--- src/rtl/vfsk_pkg.sv ---
package vfsk_pkg;

    typedef enum logic [1:0] {
        MODE_LS_ORIG  = 2'd0,
        MODE_LS_ANS   = 2'd1,
        MODE_HS_MAIN  = 2'd2,
        MODE_HS_BACK  = 2'd3
    } fsk_mode_e;

    // Tone frequency in Hz for a mode and a bit value (1 = mark).
    function automatic int unsigned tone_hz(input fsk_mode_e m, input logic mark);
        case (m)
            MODE_LS_ORIG: return mark ? 980  : 1180;
            MODE_LS_ANS:  return mark ? 1650 : 1850;
            MODE_HS_MAIN: return mark ? 1300 : 2100;
            default:      return mark ? 390  : 450;
        endcase
    endfunction

    // Rounded phase step for a tone at a given sample rate and accumulator width.
    function automatic longint unsigned tone_step(input int unsigned freq_hz,
                                                  input int unsigned rate_hz,
                                                  input int unsigned acc_w);
        longint unsigned num;
        num = (longint'(freq_hz) << acc_w) + longint'(rate_hz / 2);
        return num / longint'(rate_hz);
    endfunction

endpackage

--- src/rtl/vfsk_sample_timer.sv ---
module vfsk_sample_timer #(
    parameter int unsigned DIV = 1024
) (
    input  logic clk,
    input  logic rst_n,
    output logic tick
);
    localparam int unsigned CNT_W = (DIV > 1) ? $clog2(DIV) : 1;
    localparam logic [CNT_W-1:0] LAST = CNT_W'(DIV - 1);

    logic [CNT_W-1:0] cnt_d, cnt_q;

    always_comb begin
        cnt_d = (cnt_q == LAST) ? '0 : cnt_q + 1'b1;
    end

    always_ff @(posedge clk or negedge rst_n) begin
        if (!rst_n) cnt_q <= '0;
        else        cnt_q <= cnt_d;
    end

    assign tick = (cnt_q == LAST);
endmodule

--- src/rtl/vfsk_phase_acc.sv ---
module vfsk_phase_acc
    import vfsk_pkg::*;
#(
    parameter int unsigned PHASE_W   = 24,
    parameter int unsigned SAMPLE_HZ = 9600
) (
    input  logic               clk,
    input  logic               rst_n,
    input  logic               tick,
    input  logic               en,
    input  logic [1:0]         mode,
    input  logic               bit_in,
    output logic [PHASE_W-1:0] phase
);
    localparam int unsigned N_STEP = 8;

    logic [PHASE_W-1:0] step_tbl [N_STEP];
    logic [PHASE_W-1:0] step;
    logic [PHASE_W-1:0] phase_d, phase_q;

    for (genvar i = 0; i < N_STEP; i++) begin : g_step
        localparam int unsigned IDX = i;
        assign step_tbl[i] = PHASE_W'(tone_step(
            tone_hz(fsk_mode_e'(IDX / 2), logic'(IDX % 2)), SAMPLE_HZ, PHASE_W));
    end

    always_comb begin
        step    = step_tbl[{mode, bit_in}];
        phase_d = phase_q;
        if (tick) phase_d = en ? phase_q + step : '0;
    end

    always_ff @(posedge clk or negedge rst_n) begin
        if (!rst_n) phase_q <= '0;
        else        phase_q <= phase_d;
    end

    assign phase = phase_q;
endmodule

--- src/rtl/vfsk_sine_rom.sv ---
module vfsk_sine_rom #(
    parameter int unsigned ADDR_W = 8,
    parameter int unsigned SAMP_W = 12
) (
    input  logic [ADDR_W-1:0]        addr,
    output logic signed [SAMP_W-1:0] value
);
    localparam int unsigned DEPTH = 1 << ADDR_W;
    localparam longint     HALF  = longint'(DEPTH / 2);
    localparam longint     AMP   = (longint'(1) << (SAMP_W - 1)) - 1;

    // Rational sine approximation over a half period, sign from the top bit.
    function automatic longint sine_entry(input longint idx);
        longint k, u, den, mag;
        k   = idx % HALF;
        u   = k * (HALF - k);
        den = 5 * HALF * HALF - 4 * u;
        mag = (AMP * 16 * u + den / 2) / den;
        return (idx >= HALF) ? -mag : mag;
    endfunction

    logic signed [SAMP_W-1:0] table_w [DEPTH];

    for (genvar i = 0; i < DEPTH; i++) begin : g_tab
        assign table_w[i] = SAMP_W'(sine_entry(longint'(i)));
    end

    assign value = table_w[addr];
endmodule

--- src/rtl/vfsk_modulator.sv ---
module vfsk_modulator
    import vfsk_pkg::*;
#(
    parameter int unsigned CLK_HZ    = 9_830_400,
    parameter int unsigned SAMPLE_HZ = 9600,
    parameter int unsigned PHASE_W   = 24,
    parameter int unsigned ADDR_W    = 8,
    parameter int unsigned SAMP_W    = 12
) (
    input  logic                     clk,
    input  logic                     rst_n,
    input  logic [1:0]               mode,
    input  logic                     tx_en,
    input  logic                     tx_bit,
    output logic                     smp_valid,
    output logic signed [SAMP_W-1:0] smp_out
);
    localparam int unsigned DIV = CLK_HZ / SAMPLE_HZ;

    typedef struct packed {
        logic                     valid;
        logic signed [SAMP_W-1:0] sample;
    } out_t;

    logic                     tick;
    logic [PHASE_W-1:0]       phase;
    logic signed [SAMP_W-1:0] rom_val;
    out_t                     out_d, out_q;

    vfsk_sample_timer #(.DIV(DIV)) u_timer (
        .clk   (clk),
        .rst_n (rst_n),
        .tick  (tick)
    );

    vfsk_phase_acc #(.PHASE_W(PHASE_W), .SAMPLE_HZ(SAMPLE_HZ)) u_acc (
        .clk    (clk),
        .rst_n  (rst_n),
        .tick   (tick),
        .en     (tx_en),
        .mode   (mode),
        .bit_in (tx_bit),
        .phase  (phase)
    );

    vfsk_sine_rom #(.ADDR_W(ADDR_W), .SAMP_W(SAMP_W)) u_rom (
        .addr  (phase[PHASE_W-1 -: ADDR_W]),
        .value (rom_val)
    );

    always_comb begin
        out_d       = out_q;
        out_d.valid = tick;
        if (tick) out_d.sample = tx_en ? rom_val : '0;
    end

    always_ff @(posedge clk or negedge rst_n) begin
        if (!rst_n) out_q <= '0;
        else        out_q <= out_d;
    end

    assign smp_valid = out_q.valid;
    assign smp_out   = out_q.sample;
endmodule

--- config.mk ---
export PLATFORM = sky130hd
export DESIGN_NAME = vfsk_modulator
export DESIGN_NICKNAME = d
export VERILOG_FILES = /design/src/rtl/vfsk_pkg.sv /design/src/rtl/vfsk_sample_timer.sv /design/src/rtl/vfsk_phase_acc.sv /design/src/rtl/vfsk_sine_rom.sv /design/src/rtl/vfsk_modulator.sv
export SDC_FILE = /design/constraint.sdc
export NUM_CORES = 1
export LEC_CHECK = 0
export BUFFER_PORTS_ARGS = -buffer_cell sky130_fd_sc_hd__buf_4
export CAP_MARGIN = 10
export CELL_PAD_IN_SITES_DETAIL_PLACEMENT = 0
export CELL_PAD_IN_SITES_GLOBAL_PLACEMENT = 1
export CORE_MARGIN = 1
export CORE_UTILIZATION = 43
export DETAILED_ROUTE_END_ITERATION = 8
export HOLD_SLACK_MARGIN = 0.1
export PLACE_DENSITY = 0.85
export SLEW_MARGIN = 10
export SYNTH_ARGS = -nofsm -noshare
export SYNTH_HDL_FRONTEND = slang
export SYNTH_SLANG_ARGS = --single-unit
--- constraint.sdc ---
create_clock -name clk -period 2.9 [get_ports clk]
set_clock_uncertainty 0.05 [all_clocks]
set_input_delay 0.29 -clock clk [delete_from_list [all_inputs] [get_ports clk]]
set_output_delay 0.29 -clock clk [all_outputs]
set_load 0.01 [all_outputs]
==> run_results.csv <==
group,metric,value,unit
placement,placed_cell_area,7150,µm²
synthesis,yosysSeqAreaShare,0.187,
synthesis,synth_ff_type,"dfrtp_1",
drt,drtPass1Iterations,5,
power,p_int,1.18,mW
placement,hpwl,17200,µm
synthesis,yosysWarnings,0,
cts,cts_htree_levels,2,
drt,drc_errors,0,
synthesis,synth_cell_types,73,
synthesis,synth_top_area_cell,"dfrtp_1",
cells_and_area,design_area,7370,µm²
global_routing,grt_overflow,0,
run,max_cap_violations,0,
power,ir_drop,0.000252,V
synthesis,syn-num-nets,965,
worst_setup_path,crit_path_frequent_cell,"or2_4",
placement,portBuffers,18,
power,p_per_area,235,nW/µm²
timing,timing.fmax,0.358,GHz
power,power_frac_seq,0.379,
synthesis,synth_area_per_cell,6.91,µm²
drt,wl_per_cell,21.3,µm
cts,clk_path_buf_depth,2,
placement,gp_congestion,1.05,
power,sw_frac_of_total,0.317,
synthesis,synth_cells,910,
timing,hold_violations,0,
synthesis,async_flop_share,1.00,
synthesis,synth_edf_count,0,
timing,worst_pin_slew,644,ps
cts,cts.sinks,47,
cells_and_area,fin_cells,1139,
floorplanning,num_rows,43,
floorplanning,fp.dieH,123,µm
power,clkPwrFrac,0.355,
floorplanning,die_w,123,µm
cells_and_area,drive_gt1_frac,0.171,
global_routing,grt_pass1_wl,38200,µm
run_status,outcome,"finished, final reports clean",
cts,cts_buffers,5,
cells_and_area,nets,1013,
synthesis,synth_common_cells,"nand2_1 (128), o21ai_0 (99), a21oi_1 (94)",
timing,rsz0062_at_grt,"false",
cts,root_buffer,"clkbuf_16",
drt,viasPerCell,6.45,
cells_and_area,syn_to_final_growth,17.2,%
cells_and_area,n_antenna_cell,0,
synthesis,yosysTopAreaCellShare,0.187,
cells_and_area,utilization,0.523,
synthesis,synth_most_common_cell,"nand2_1",
worst_setup_path,cp-start-kind,"input port",
cts,cts_tree,"done",
timing,final.setup.tns,0,ps
timing,slew_viol_final,0,
placement,dpl_worst_slack,-265,ps
floorplanning,ios,19,
global_routing,grtUsageTotal,0.333,
timing,finalCriticalPeriod,2800,ps
floorplanning,core,14100,µm²
cts,cts_setup_buffers,0,
cts,clkTransAtPathRegs,70,ps
power,power_frac_comb,0.265,
power,total_leakage_power,3.20,nW
worst_setup_path,critical_path_class,"input port to flop",
drt,ant_nets,0,
timing,final.setup.worst_slack,103,ps
synthesis,yosys-top-cells-area,"dfrtp_1 (19%), ha_1 (9.6%), o21ai_0 (7.9%)",
drt,first_iter_violations,997,
timing,finalCritPeriodShare,0.964,
floorplanning,initial_utilization,0.446,
global_routing,grt_pass1_vias,6813,
worst_setup_path,path_max_fanout,3,
timing,setup_viol,0,
drt,wl,24300,µm
worst_setup_path,worstPathArrival,2920,ps
cts,clkLatencyLatePin,300,ps
placement,dpl.cell_count,1130,
global_routing,grt_start_max_net_pins,83,
worst_setup_path,crit_required,3030,ps
synthesis,ys_seq_elements,47,
drt,dr_total_vias,7343,
synthesis,syn_area,6290,µm²
worst_setup_path,cp_slowest_cell,"o311ai_4",
worst_setup_path,cpPeakStageDelay,330,ps
worst_setup_path,cp_cell_sequence,"buf_4 -> inv_1 -> ha_1 -> and2_4 -> or2_4 -> ha_4 -> inv_2 -> fa_2 -> nand2b_4 -> a21oi_2 -> or2_4 -> o311ai_4 -> a311oi_4 -> a221oi_2 -> xor2_1 -> o22ai_1",
global_routing,antenna_found_initial,0,
hold_path,hold_path_class,"input port to flop",
timing,max_slew_margin,0.559,
worst_setup_path,worstSetupEndpointType,"flop",
floorplanning,dieArea,15100,µm²
power,switchingPower,0.547,mW
==> routing by layer <==
metal	global-route usage	wire (µm)
met5	0	0
met4	0.173	1230
met3	0.0789	2450
met2	0.505	10600
met1	0.439	10000
==> stage by stage <==
stage	hold WS (ps)	total power, mW
3_5_place_dp	314	1.10
3_3_place_gp	303	1.10
5_1_grt	301	1.81
6_report	280	1.73
4_1_cts	282	1.72
2_1_floorplan	-55.6	0.931
==> power by group through the flow <==
stage / logic (mW) / registers [mW] / clock network [mW]
4_1_cts: 0.435 / 0.656 / 0.627
3_5_place_dp: 0.432 / 0.669 / 0
3_3_place_gp: 0.434 / 0.669 / 0
5_1_grt: 0.503 / 0.656 / 0.648
2_1_floorplan: 0.262 / 0.669 / 0
6_report: 0.459 / 0.656 / 0.614
==> state kept, by name, indices dropped and copies added, names as in the netlist <==
name           cells
u_acc.phase       24
smp_valid          1
u_timer.cnt_q     10
smp_out           12
==> worst paths after layout <==
check	cells past startpoint	slack, ps	end	from
max	16	100	u_acc.phase[20]	mode[0]
min	3	280	smp_out[9]	tx_en
max reg2reg	9	170	smp_out[1]	u_acc.phase[16]
min reg2reg	1	440	smp_out[11]	smp_out[11]
max in group asynchronous	2	1780	u_acc.phase[19]	rst_n
min in group asynchronous	2	500	smp_out[8]	rst_n
==> cell usage in the layout (no fill, tap or decap), types with 5 or more instances in the layout <==
master     Yosys  final
a2111oi_0      5      5
dfrtp_1       47     43
a22oi_1        5      5
a311oi_1       6      6
a221oi_1       5      5
nand3_1       32     32
clkbuf_16      0      5
nand2_1      128    128
a21o_1        10     10
and2_1         7      6
nor2_1        80     80
o22ai_1       15     15
a21oi_1       94     90
buf_4          1    114
and3_1         7      7
or3_1          6      6
o31ai_1        8      8
nor2b_1        9      9
o211ai_1      21     21
ha_1          48     47
o21ai_0       99     97
nand2b_1      12     11
inv_1         20     19
nor3_1        16     16
or2_2          8      6
a211oi_1      13     13
nand4_1        8      8
xnor2_1       12     12
xor2_1        15     15
a31oi_1       15     15
==> timing repair <==
item                                   CTS  global route
hold buffers                             1             0
endpoints found under the hold margin   47             0
setup endpoints to repair                0             8
resized for setup                        0            14
==> final cells by class <==
class,count,area (µm²)
clock inverter,2,12.5
timing repair buffer,119,946
fill,1396,6730
tap,180,225
clock buffer,6,129
multi-input combinational,763,4790
sequential,47,1180
inverter,22,82.6
==> critical path: cells and delay by family <==
kind	cells	cell delay (ps)
AOI/OAI and AO/OA	5	930
and+or+nand+nor	4	780
adders and majority gates	3	540
xor gates and xnor gates	1	180
buffers and inverters	3	170
==> cell families (layout without fill, tap and decap cells) <==
family,after synthesis,after routing,synth area share
AO/OA/AOI/OAI,351,351,0.352
adder cells (fa/ha/maj),49,49,0.0987
flip-flops,47,47,0.187
XOR/XNOR,27,27,0.0376
buffers and inverters,100,149,0.0645
multiplexers,9,9,0.0227
AND/OR/NAND/NOR,327,327,0.237
Note: power is estimated with default switching activity, not from simulation.
